===== src/rtl/ewf_pkg.sv =====
package ewf_pkg;
  localparam int ADDR_W_SMALL = 6;
  localparam int ADDR_W_LARGE = 8;
  localparam int DATA_W       = 16;
  localparam int HDR_W        = 3;

  typedef enum logic [1:0] {ST_IDLE, ST_SHIFT, ST_GAP, ST_FIN} ewfState_t;

  typedef struct packed {
    logic loadTx;
    logic shiftTx;
    logic sampleRx;
    logic loadRom;
    logic loadRx;
  } ewfStrobe_t;

  function automatic logic [DATA_W-1:0] romWord(input logic [ADDR_W_LARGE-1:0] a);
    return {a ^ 8'h5A, ~a};
  endfunction
endpackage


===== src/rtl/ewf_ctrl.sv =====
module ewf_ctrl
  import ewf_pkg::*;
#(
  parameter int DIV = 16
) (
  input  logic       clk,
  input  logic       rstN,
  input  logic       reqStart,
  input  logic       extEnable,
  input  logic       sizeSel,
  output ewfStrobe_t strb,
  output logic       csAct,
  output logic       skAct,
  output logic       doneQ,
  output logic       busy
);
  localparam int HALF        = DIV / 2;
  localparam int CNT_W       = (DIV > 2) ? $clog2(DIV) : 1;
  localparam int SLOTS_SMALL = HDR_W + ADDR_W_SMALL + 1 + DATA_W;
  localparam int SLOTS_LARGE = HDR_W + ADDR_W_LARGE + 1 + DATA_W;
  localparam int SLOT_W      = $clog2(SLOTS_LARGE + 1);

  ewfState_t         state;
  logic [CNT_W-1:0]  cnt;
  logic [SLOT_W-1:0] slot;
  logic [SLOT_W-1:0] lastSlot;
  logic              cntEnd;

  assign cntEnd = (cnt == CNT_W'(DIV - 1));

  always_ff @(posedge clk or negedge rstN) begin
    if (!rstN) begin
      state    <= ST_IDLE;
      cnt      <= '0;
      slot     <= '0;
      lastSlot <= '0;
    end else begin
      case (state)
        ST_IDLE: begin
          if (reqStart) begin
            cnt  <= '0;
            slot <= '0;
            if (extEnable) begin
              state    <= ST_SHIFT;
              lastSlot <= sizeSel ? SLOT_W'(SLOTS_LARGE - 1) : SLOT_W'(SLOTS_SMALL - 1);
            end else begin
              state <= ST_FIN;
            end
          end
        end
        ST_SHIFT: begin
          if (cntEnd) begin
            cnt <= '0;
            if (slot == lastSlot) state <= ST_GAP;
            else slot <= slot + 1'b1;
          end else begin
            cnt <= cnt + 1'b1;
          end
        end
        ST_GAP: begin
          if (cntEnd) begin
            cnt   <= '0;
            state <= ST_FIN;
          end else begin
            cnt <= cnt + 1'b1;
          end
        end
        default: state <= ST_IDLE;
      endcase
    end
  end

  always_comb begin
    strb          = '0;
    strb.loadTx   = (state == ST_IDLE) && reqStart && extEnable;
    strb.loadRom  = (state == ST_IDLE) && reqStart && !extEnable;
    strb.shiftTx  = (state == ST_SHIFT) && cntEnd;
    strb.sampleRx = (state == ST_SHIFT) && (cnt == CNT_W'(HALF));
    strb.loadRx   = (state == ST_GAP) && cntEnd;
  end

  assign csAct = (state == ST_SHIFT);
  assign skAct = (state == ST_SHIFT) && (cnt >= CNT_W'(HALF));
  assign doneQ = (state == ST_FIN);
  assign busy  = (state != ST_IDLE);
endmodule


===== src/rtl/ewf_datapath.sv =====
module ewf_datapath
  import ewf_pkg::*;
(
  input  logic                    clk,
  input  logic                    rstN,
  input  ewfStrobe_t              strb,
  input  logic [ADDR_W_LARGE-1:0] reqAddr,
  input  logic                    sizeSel,
  input  logic                    dinIn,
  output logic                    cmdBit,
  output logic [DATA_W-1:0]       rdData
);
  localparam int TX_W = HDR_W + ADDR_W_LARGE;
  localparam int PAD  = ADDR_W_LARGE - ADDR_W_SMALL;
  localparam logic [HDR_W-1:0] HDR = 3'b110;

  logic [TX_W-1:0]   txSh;
  logic [TX_W-1:0]   txSmall;
  logic [DATA_W-1:0] rxSh;

  generate
    if (PAD > 0) begin : g_pad
      assign txSmall = {HDR, reqAddr[ADDR_W_SMALL-1:0], {PAD{1'b0}}};
    end else begin : g_nopad
      assign txSmall = {HDR, reqAddr[ADDR_W_SMALL-1:0]};
    end
  endgenerate

  always_ff @(posedge clk or negedge rstN) begin
    if (!rstN) begin
      txSh   <= '0;
      rxSh   <= '0;
      rdData <= '0;
    end else begin
      if (strb.loadTx)       txSh <= sizeSel ? {HDR, reqAddr} : txSmall;
      else if (strb.shiftTx) txSh <= {txSh[TX_W-2:0], 1'b0};
      if (strb.sampleRx)     rxSh <= {rxSh[DATA_W-2:0], dinIn};
      if (strb.loadRom)      rdData <= romWord(reqAddr);
      else if (strb.loadRx)  rdData <= rxSh;
    end
  end

  assign cmdBit = txSh[TX_W-1];
endmodule


===== src/rtl/eeprom_word_fetch.sv =====
module eeprom_word_fetch
  import ewf_pkg::*;
#(
  parameter int DIV = 16
) (
  input  logic                    clk,
  input  logic                    rstN,
  input  logic                    reqStart,
  input  logic [ADDR_W_LARGE-1:0] reqAddr,
  output logic                    reqDone,
  output logic [DATA_W-1:0]       rdData,
  input  logic                    extEnable,
  input  logic                    sizeSel,
  output logic                    csOut,
  output logic                    csOe,
  output logic                    skOut,
  output logic                    skOe,
  output logic                    cmdOut,
  output logic                    cmdOe,
  input  logic                    dinIn
);
  ewfStrobe_t strb;
  logic csAct, skAct, cmdBit, busy;

  ewf_ctrl #(.DIV(DIV)) u_ctrl (
    .clk(clk), .rstN(rstN), .reqStart(reqStart), .extEnable(extEnable),
    .sizeSel(sizeSel), .strb(strb), .csAct(csAct), .skAct(skAct),
    .doneQ(reqDone), .busy(busy)
  );

  ewf_datapath u_dp (
    .clk(clk), .rstN(rstN), .strb(strb), .reqAddr(reqAddr), .sizeSel(sizeSel),
    .dinIn(dinIn), .cmdBit(cmdBit), .rdData(rdData)
  );

  assign csOut  = csAct;
  assign skOut  = skAct;
  assign cmdOut = csAct & cmdBit;
  assign csOe   = extEnable;
  assign skOe   = extEnable;
  assign cmdOe  = extEnable;
endmodule


===== config.mk =====
export PLATFORM = sky130hd
export DESIGN_NAME = eeprom_word_fetch
export DESIGN_NICKNAME = d
export VERILOG_FILES = /design/src/rtl/ewf_pkg.sv /design/src/rtl/ewf_ctrl.sv /design/src/rtl/ewf_datapath.sv /design/src/rtl/eeprom_word_fetch.sv
export SDC_FILE = /design/constraint.sdc
export NUM_CORES = 1
export LEC_CHECK = 0
export BUFFER_PORTS_ARGS = -buffer_cell sky130_fd_sc_hd__clkbuf_2
export CAP_MARGIN = 5
export CORE_UTILIZATION = 40
export CTS_CLUSTER_DIAMETER = 100
export CTS_CLUSTER_SIZE = 20
export DETAILED_ROUTE_END_ITERATION = 10
export RECOVER_POWER = 50
export SYNTH_ARGS = -nofsm -noshare
export SYNTH_HDL_FRONTEND = slang
export SYNTH_SLANG_ARGS = --single-unit

===== constraint.sdc =====
create_clock -name clk -period 2.4 [get_ports clk]
set_input_delay 0.12 -clock clk [delete_from_list [all_inputs] [get_ports clk]]
set_output_delay 0.12 -clock clk [all_outputs]
set_load 0.01 [all_outputs]

Word level (Yosys, flattened, before mapping)
Index checks and enable logic that the tools add are counted.
{ "op_classes": {"n_div": 0, "muxes": 19, "n_lt_le_gt_ge": 1, "shifts": 0, "mul": 0, "n_addsub": 2, "n_reduce_logical": 18, "bitwise": 3, "n_eq_ne": 11} }
{ "ops": {"columns": ["operator", "count"], "rows": [
  ["16-bit two-way mux", 2],
  ["11-bit two-way mux", 2],
  ["5-bit two-way mux", 3],
  ["2-bit two-way mux", 6],
  ["5-bit one-hot mux with 2 select lines", 1],
  ["4-bit == test (second input constant)", 2],
  ["4-bit two-way mux", 2],
  ["8-bit two-way mux", 1],
  ["8-bit inverter", 1],
  ["4-bit one-hot mux with 2 select lines", 1],
  ["4-bit AND reduction", 2],
  ["2-bit nonzero test", 4],
  ["1-bit logical AND", 7],
  ["2-bit by 1-bit inequality test with 1-bit output (second input constant)", 3],
  ["2-bit one-hot mux with 3 select lines", 1],
  ["5-bit by 1-bit adder with 5-bit output (second input constant)", 1],
  ["5-bit == test", 1],
  ["4-bit by 1-bit adder with 4-bit output (second input constant)", 1],
  ["2-bit == test (second input constant)", 2],
  ["4-bit >= comparator (second input constant)", 1],
  ["2-bit inequality test (second input constant)", 2],
  ["4-bit inverter", 1],
  ["3-bit AND reduction", 1],
  ["2-bit by 1-bit == test with 1-bit output (second input constant)", 1],
  ["other kinds (5)", 5]
]} }
{ "totals": {"mem_bits_rw": 0, "romBits": 0, "wordCells": 61, "n_memories": 0, "register_bits": 59, "latch_bits": 0} }

Logic depth before layout (Yosys ltp)
Gate-level depths: netlist of run 1.
{ "depth": {"word_depth": 4, "ltp_mapped": 7, "mapped_depth_nobuf": 6} }

Hierarchy
Synthesis of run 1 repeated with hierarchy kept, for this count alone.
{ "hier_totals": {"cells_unflattened": 250, "hier_area_um2": 2880.3} }
{ "by_module_without_submodules": {"columns": ["module", "instances", "seq_area_each_um2", "area_per_inst_um2", "cells_per_inst"], "rows": [
  ["ewf_datapath", 1, 1076.0, 1920.6, 134],
  ["ewf_ctrl", 1, 325.3, 930.9, 112],
  ["eeprom_word_fetch", 1, 0.0, 28.8, 4]
]} }

Worst setup path before layout of run 1
No wires, ideal clock.
{ "synth_timing": {"path_type": "register -> register", "startpoint": "reg u_ctrl.state[1]", "endpoint": "reg u_dp.rxSh[0]", "setup_time_ns": 0.125, "stages_incl_launch_ff": 7, "slack_ns": 0.473, "period_less_slack_ns": 1.927, "t_arrival_ns": 1.802, "path_cell_list": "dfrtp_1 -> inv_1 -> ha_1 -> and2_0 -> nand3b_1 -> buf_2 -> mux2_2"} }
{ "synth_via": {"elab_chain_cells": 2} }
{ "synth_rtl": {"columns": ["element", "line_no", "source"], "rows": [
  ["start, declared", "ewf_ctrl.sv:23", "ewfState_t state;"],
  ["start signal, assigned", "ewf_ctrl.sv:33", "state <= ST_IDLE;"],
  ["start signal, assigned", "ewf_ctrl.sv:44", "state <= ST_SHIFT;"],
  ["start signal, assigned", "ewf_ctrl.sv:47", "state <= ST_FIN;"],
  ["2-bit by 1-bit == test with 1-bit output", null, null],
  ["named net csOut", "eeprom_word_fetch.sv:14", "output logic csOut,"],
  ["1-bit logical AND", "ewf_ctrl.sv:78", "strb.sampleRx = (state == ST_SHIFT) && (cnt == CNT_W'(HALF));"],
  ["end signal, assigned", "ewf_datapath.sv:37", "if (strb.sampleRx) rxSh <= {rxSh[DATA_W-2:0], dinIn};"],
  ["end, declared", "ewf_datapath.sv:19", "logic [DATA_W-1:0] rxSh;"]
]} }
The timed path passes the listed nets, and every way through them passes these cells.
A chain may end at the register's enable or synchronous reset.

Worst setup path after layout of run 1
{ "layout_timing": {"startpoint": "reg u_ctrl.state[0]", "endpoint": "reg u_dp.txSh[2]"} }
{ "layout_via": {"elab_chain_cells": 4, "word_cells_on_any_way": 7, "classes_between": "1 x eq/ne; 1 x mux; 5 x reduce/logical"} }
{ "layout_rtl": {"columns": ["element", "line_no", "source"], "rows": [
  ["2-bit zero test", "ewf_ctrl.sv:75", "strb.loadTx = (state == ST_IDLE) && reqStart && extEnable;"],
  ["1-bit logical AND (2 in a row)", "ewf_ctrl.sv:75", null],
  ["11-bit two-way mux or 2-bit nonzero test (tied branches)", null, null],
  ["end signal, assigned", "ewf_datapath.sv:35", "if (strb.loadTx) txSh <= sizeSel ? {HDR, reqAddr} : txSmall;"],
  ["end signal, assigned", "ewf_datapath.sv:36", "else if (strb.shiftTx) txSh <= {txSh[TX_W-2:0], 1'b0};"],
  ["end, declared", "ewf_datapath.sv:17", "logic [TX_W-1:0] txSh;"]
]} }
Parallel ways exist; a longest one is shown, timed or not.

==> metrics.md, run 1 <==
| Metric | Value |
|---|---|
| FP Rows | 30 |
| Post-layout util | 46.5% |
| HP Class | in -> reg |
| Worst r2r dst | u_dp.txSh[2]$_DFFE_PN0P_ |
| Worst VDD drop | 0.000282 V |
| Drt first pass iters | 4 |
| Total power | 1580 µW |
| ANT cells | 0 |
| CP Cell Sequence | inv_1 > ha_1 > nand3_1 > a211oi_1 > a31oi_1 |
| Leakage power | ~0.0014 µW |
| Reg clk slew, reported paths | between 0.1 and 0.15 ns |
| Grt ovf | 0 |
| Synth cell types | 43 |
| Worst-Margin Slew | 1.25 ns |
| Sink Count | 56 |
| Largest net degree at the start of global routing | 25 |
| Initial Util | 41.6% |
| Ports | 37 |
| PwrDens | ~500 nW/µm² |
| Prevailing post-synth register cell | dfrtp_1 |
| Worst skew pair latency | roughly 0.32 ns |
| Share of cells above drive strength 1 | a little under a fifth |
| Setup ws final | 0.267 ns |
| Post-route clock period utilization | 88.9% |
| Sequential area share after synthesis | about 50% |
| Syn nets | between 300 and 400 |
| Crit Path Category | reg -> reg |
| Final Hold Fails | 0 |
| WP data required | 2.56 ns |
| DRT iter0 DRCs | 234 |
| Storage element area | ~1400 µm² |
| Fill cell count | about 670 |
| Root buf cell | clkbuf_8 |
| Post-synthesis cell area | around 2800 µm² |
| Fin nets | ~330 |
| Initial antenna violation count | 0 |
| Worst path max stage delay | approximately 0.55 ns |
| Total Routing Usage GR | approximately 17% |
| Synth warnings | 0 |
| Average wire per standard cell | 14.8 µm |
| Asr flop ratio synth | 100% |
| WP data arrival | about 2.3 ns |
| Area Overhead vs Synth | 11.8% |
| Slowest cell on crit path | nand3_1 |
| Worst r2r src | u_ctrl.state[0]$_DFFE_PN0P_ |
| Crit path from | u_ctrl.state[0]$_DFFE_PN0P_ |
| Core footprint | around 6800 µm² |
| CP endpoint kind | flip-flop |
| Most frequent cells in the layout | 56 x dfrtp_1, 42 x nand2_1, 26 x o21ai_0, 22 x mux2_2, 21 x clkbuf_1 |
| Final Wtd Congestion | between 0.7 and 0.8 |
| Hold_ws | 0.0188 ns |
| Via density per instance | 5.25 |
| Reg2Reg Depth | 5 |
| DRC errors left | 0 |
| Status | finished clean |
| IO Port Bufs | 36 |
| Max transition margin | around 17% |
| RSZ-0062 raised after global routing | no |
| First-pass GRT wire length | between 10,000 and 15,000 µm |
| Antenna-violating nets left | 0 |
| Sum Neg Setup Slack | 0 ns |
| CTS tree | yes |
| Max Slew Vio Count | 0 |
| Synthesized area per cell | between 10 and 15 µm² |
| Final setup viols | 0 |
| Dpl ws | just over 0.3 ns |
| Worst setup path endpoint | u_dp.txSh[2]$_DFFE_PN0P_ |
| Post-synthesis register bit count | 56 |
| Die area | around 7400 µm² |
| Die H | about 86 µm |
| H-Tree Depth | 2 |
| Final WL | just over 6000 µm |
| Dpl hpwl | approximately 4400 µm |
| EDFF count, synth | 0 |
| Longest Clk Path Bufs | 2 |
| Minimum clock period | between 2 and 2.5 ns |
| Inserted Clock Buffers | 5 |
| Reg2Reg Setup Slack | 0.27 ns |
| Crit-path max FO | 18 |
| Max_cap viols | 0 |
| Combined area of the multi-input logic cells | around 1300 µm² |
| Syn Inst Count | between 200 and 300 |
| Commonest non-fill, non-tap cell in the layout | dfrtp_1 |
| Worst Skew | roughly 0.0095 ns |
| Vias in the first global route | 1,983 |
| CP Launch Type | flip-flop |
| Width of the chip | 86.1 µm |
| Vias | 2,154 |
| Achievable Freq | between 400 and 500 MHz |
==> timing repair <==
| action | CTS | global route |
|---|---|---|
| resized for setup | 0 | 0 |
| setup buffers | 0 | 0 |
| hold endpoints to repair | 20 | 0 |
| hold buffers | 1 | 0 |
==> per-stage QoR <==
stage / cell area, µm² / cells
detailed placement: 3080 / 401
global placement: 3080 / 401
CTS: 3190 / 410
global route: 3160 / 410
floorplan: 2830 / 280
finish: 3160 / 410
==> worst min-delay path by stage <==
| stage | endpoint | slack, ns | depth (start not counted) | startpoint |
|---|---|---|---|---|
| finish | u_dp.rxSh[0]$_DFFE_PN0P_ | 0.02 | 2 | dinIn |
| global route | u_dp.rxSh[0]$_DFFE_PN0P_ | 0.02 | 2 | dinIn |
| CTS | u_dp.rxSh[0]$_DFFE_PN0P_ | 0.01 | 2 | dinIn |
| detailed placement | u_dp.rdData[13]$_DFFE_PN0P_ | 0.15 | 1 | rstN |
| floorplan | u_ctrl.cnt[0]$_DFFE_PN0P_ | -0.18 | 0 | rstN |
| global placement | u_dp.rdData[15]$_DFFE_PN0P_ | 0.15 | 1 | rstN |
==> worst max-delay path: cells and delay by family, from the launching register on <==
kind	cells	cell delay, ns
AOI/OAI and AO/OA	2	0.50
and+or+nand+nor	1	0.55
DFF	1	0.42
buffers and inverters	1	0.11
adders and majority gates	1	0.39
==> cell type report <==
class,count,area share (%)
clock buffers,5,2.18
clock inverters,3,0.911
inverters,7,0.832
multi-input cells,198,41.0
flip-flops and latches,56,44.4
well taps,96,3.80
repair buffers,45,6.93
==> state kept, by name, indices dropped and copies added, names as in the netlist <==
signal / flops
u_ctrl.lastSlot: 2
u_dp.rxSh: 16
u_ctrl.slot: 5
u_dp.rdData: 16
u_ctrl.cnt: 4
u_ctrl.state: 2
u_dp.txSh: 11
==> per-layer routing <==
layer / wire [µm] / global-route usage, % / vias to the layer above
met1: 3000 / 25.4 / 1045
met3: 201 / 3.27 / 7
li1: - / - / 1061
met2: 2790 / 26.7 / 41
met4: 78 / 4.09 / 0
met5: 0 / 0 / -
==> power by group <==
group	total (µW)	internal, µW	switching [µW]	leakage, µW
clock network	573	222	351	0.0000511
registers	949	946	2.71	0.000706
logic	58.6	17.8	40.8	0.000686
total	1580	1190	395	0.00144
==> kinds of logic (layout without fill, tap and decap cells) <==
kind of cell               count (synthesis)  in the layout  share of synthesized area (%)
buffers and inverters                     26             60                           4.60
xor gates and xnor gates                   1              1                          0.310
AOI/OAI and AO/OA                         65             65                           14.4
DFF                                       56             56                           49.6
adders and majority gates                  7              7                           3.10
muxes                                     28             28                           11.1
and+or+nand+nor                           97             97                           16.9
==> synth_stat cells, types with 2 or more instances <==
cell type,number,area share [%]
nand4_1,6,1.3
mux2i_1,5,1.8
buf_4,4,1.1
nor2b_1,7,1.5
a21oi_1,13,2.3
nor4_1,2,0.44
inv_1,7,0.93
o21ai_0,26,4.6
nor3_1,2,0.35
a31oi_1,8,1.8
ha_1,7,3.1
a21o_1,2,0.53
and3_1,2,0.44
a211oi_1,6,1.6
nor2_1,10,1.3
nand2b_1,4,0.89
dfrtp_1,56,50
and2_1,2,0.44
nand3b_1,4,1.1
nand3_1,10,1.8
nand2_1,42,5.6
buf_6,2,0.80
buf_2,2,0.35
mux2_2,22,8.8
clkbuf_1,11,1.5
Note: power is estimated with default switching activity, not from simulation.
==> run 2: changes to the inputs <==
--- a/config.mk
+++ b/config.mk
@@ -11,6 +11,7 @@
 export CTS_CLUSTER_DIAMETER = 100
 export CTS_CLUSTER_SIZE = 20
 export DETAILED_ROUTE_END_ITERATION = 10
+export PLACE_DENSITY = 0.66
 export RECOVER_POWER = 50
 export SYNTH_ARGS = -nofsm -noshare
 export SYNTH_HDL_FRONTEND = slang
==> constraint.sdc (replaced) <==
create_clock -name clk -period 2.4 [get_ports clk]
set_input_delay 0.12 -clock clk [delete_from_list [all_inputs] [get_ports clk]]
set_output_delay 0.12 -clock clk [all_outputs]
set_load 0.005 [all_outputs]
==> metrics.md, run 2 (synthesis results as in run 1) <==
| Metric | Value |
|---|---|
| Slowest cell on crit path | nand3_1 (unchanged) |
| Vias in the first global route | 2,028 (was 1,983) |
| Commonest non-fill, non-tap cell in the layout | dfrtp_1 (unchanged) |
| Antenna-violating nets left | 0 (unchanged) |
| Sink Count | 56 (unchanged) |
| Leakage power | 0.00149 µW (was 0.00144 µW) |
| Worst Skew | 0.0115 ns (was 0.00950 ns) |
| Post-cts resize count | 0 (unchanged) |
| Combinational fraction of design power | 3.5% (was 3.7%) |
| Minimum clock period | 2.06 ns (was 2.13 ns) |
| Switching Share | 25.0% (about the same) |
| Largest net degree at the start of global routing | 57 (was 25) |
| Area Overhead vs Synth | 12.3% (was 11.8%) |
| CTS tree | yes (unchanged) |
| Status | finished clean (unchanged) |
| Vias | 2,142 (was 2,154) |
| Worst path max stage delay | 0.51 ns (was 0.55 ns) |
| WP data required | 2.60 ns (was 2.56 ns) |
| Width of the chip | 86.1 µm (unchanged) |
| Worst VDD drop | 0.000213 V (was 0.000282 V) |
| CP endpoint kind | flip-flop (unchanged) |
| Combined area of the multi-input logic cells | 1290 µm² (unchanged) |
| Average wire per standard cell | 14.2 µm (was 14.8 µm) |
| IO Port Bufs | 36 (unchanged) |
| Achievable Freq | 485 MHz (was 469 MHz) |
| Inserted Clock Buffers | 5 (unchanged) |
| Final WL | 5820 µm (was 6070 µm) |
| WL met3 | 165 µm (was 201 µm) |
| Crit-path max FO | 16 (was 18) |
| P_sw | 395 µW (about the same) |
| Post-layout util | 46.7% (was 46.5%) |
| Final Hold Fails | 0 (unchanged) |
| CP Launch Type | flip-flop (unchanged) |
| Max Slew Vio Count | 0 (unchanged) |
| Worst skew pair latency | 0.32 ns (about the same) |
| Fin nets | 333 (was 334) |
| Dpl hpwl | 4170 µm (was 4400 µm) |
| DRT iter0 DRCs | 191 (was 234) |
| Initial antenna violation count | 0 (unchanged) |
| Via density per instance | 5.24 (was 5.25) |
| Final setup viols | 0 (unchanged) |
| WP data arrival | 2.27 ns (was 2.29 ns) |
| First-pass GRT wire length | 9930 µm (was 10,000 µm) |
| Clk pwr share | 36.4% (was 36.2%) |
| Ports | 37 (unchanged) |
| Die area | 7410 µm² (unchanged) |
| Crit Path Category | reg -> reg (unchanged) |
| Worst path bufs/invs | 1 (unchanged) |
| Reg clk slew, reported paths | 0.12 ns (about the same) |
| Die H | 86.1 µm (unchanged) |
| Top delay family on crit path | compound AO/OA/AOI/OAI gates (was simple AND/OR/NAND/NOR gates) |
| Share of cells above drive strength 1 | 24.0% (was 19.1%) |
| Setup ws final | 0.338 ns (was 0.267 ns) |
| Metal-1 WL | 2730 µm (was 3000 µm) |
| Dpl ws | 0.376 ns (was 0.302 ns) |
| CP Cell Sequence | inv_1 > ha_1 > nand3_1 > a211oi_1 > a31oi_1 (unchanged) |
| RSZ-0062 raised after global routing | no (unchanged) |
| Grt ovf | 0 (unchanged) |
| ANT cells | 0 (unchanged) |
| Root buf cell | clkbuf_8 (unchanged) |
| Most frequent cells in the layout | 56 x dfrtp_1, 42 x nand2_1, 32 x clkbuf_2, 26 x o21ai_0, 22 x mux2_2 (was 56 x dfrtp_1, 42 x nand2_1, 26 x o21ai_0, 22 x mux2_2, 21 x clkbuf_1) |
| Max_cap viols | 0 (unchanged) |
| HP Class | in -> reg (unchanged) |
| Worst-Margin Slew | 1.36 ns (was 1.25 ns) |
| Core footprint | 6790 µm² (unchanged) |
| Total Routing Usage GR | 17.2% (was 17.4%) |
| Longest Clk Path Bufs | 2 (unchanged) |
| Post-route clock period utilization | 85.9% (was 88.9%) |
| Internal power | 1190 µW (about the same) |
| PwrDens | 498 nW/µm² (was 500 nW/µm²) |
| Fill cell count | 637 (was 668) |
| Initial Util | 41.6% (unchanged) |
| Storage element area | 1400 µm² (unchanged) |
| Met2 WL | 2860 µm (was 2790 µm) |
| Sum Neg Setup Slack | 0 ns (unchanged) |
| FP Rows | 30 (unchanged) |
| H-Tree Depth | 2 (unchanged) |
| Drt first pass iters | 4 (unchanged) |
| Sequential power share | 60.0% (about the same) |
| Max transition margin | 9.34% (was 16.9%) |
| Final Wtd Congestion | 0.815 (was 0.779) |
| Largest regs | u_dp.rdData (16), u_dp.rxSh (16), u_dp.txSh (11) (unchanged) |
| DRC errors left | 0 (unchanged) |
| Top layer in use | met4 (unchanged) |
run 2: cell types whose count changed in the layout (fill, tap and decap cells not counted):
cell / previous run / this run
clkbuf_2: 17 / 32
clkbuf_1: 21 / 5
run 2: worst paths after layout:
check | from | end | slack, ns | cells after the start
min | dinIn | u_dp.rxSh[0]$_DFFE_PN0P_ | 0.02 | 2
max in group asynchronous | rstN | u_dp.txSh[5]$_DFFE_PN0P_ | 0.86 | 3
max reg2reg | u_ctrl.state[0]$_DFFE_PN0P_ | u_dp.txSh[6]$_DFFE_PN0P_ | 0.34 | 5
min reg2reg | u_dp.rdData[11]$_DFFE_PN0P_ | u_dp.rdData[11]$_DFFE_PN0P_ | 0.49 | 2
max | u_ctrl.state[0]$_DFFE_PN0P_ | u_dp.txSh[6]$_DFFE_PN0P_ | 0.34 | 5
min in group asynchronous | rstN | u_dp.rxSh[0]$_DFFE_PN0P_ | 0.72 | 3
run 2: what timing repair did:
action / CTS / global route
endpoints found under the setup margin: 0 / 0
buffers inserted: 0 / 0
endpoints found under the hold margin: 56 / 0
hold buffers: 1 / 0
run 2: metrics by stage:
step | cells | hold WS (ns) | cell area (µm²) | power, µW
detailed placement | 400 | 0.310 | 3080 | 1030
CTS | 409 | 0.0146 | 3180 | 1600
global placement | 400 | 0.303 | 3080 | 1020
finish | 409 | 0.0227 | 3170 | 1580
floorplan | 280 | -0.176 | 2830 | 986
global route | 409 | 0.0323 | 3170 | 1630
run 2: cell type report:
type,count,share of cell area [%]
Sequential cell,56,44.1
Multi-Input combinational cell,198,40.8
Timing Repair Buffer,44,7.37
Tap cell,96,3.78
Clock buffer,5,2.17
Clock inverter,3,0.907
Inverter,7,0.828
run 2: power by group through the flow:
| stage | Clock (µW) | Combinational [µW] | Sequential, µW |
|---|---|---|---|
| 6_report | 576 | 56.0 | 949 |
| 3_5_place_dp | 0 | 57.9 | 968 |
| 3_3_place_gp | 0 | 57.6 | 967 |
| 4_1_cts | 589 | 59.6 | 949 |
| 5_1_grt | 620 | 64.4 | 950 |
| 2_1_floorplan | 0 | 19.4 | 967 |
run 2: worst register-to-register path, stage by stage (launching register included):
cell and delay, ns:
dfrtp_1 0.42, inv_1 0.11, ha_1 0.38, nand3_1 0.51, a211oi_1 0.47, a31oi_1 0.07
run 2: routing by layer:
| layer | GRT usage (%) | up-vias |
|---|---|---|
| met5 | 0 | - |
| met4 | 7.27 | 0 |
| met3 | 2.69 | 4 |
| met2 | 25.6 | 41 |
| met1 | 24.9 | 1048 |
| li1 | - | 1049 |
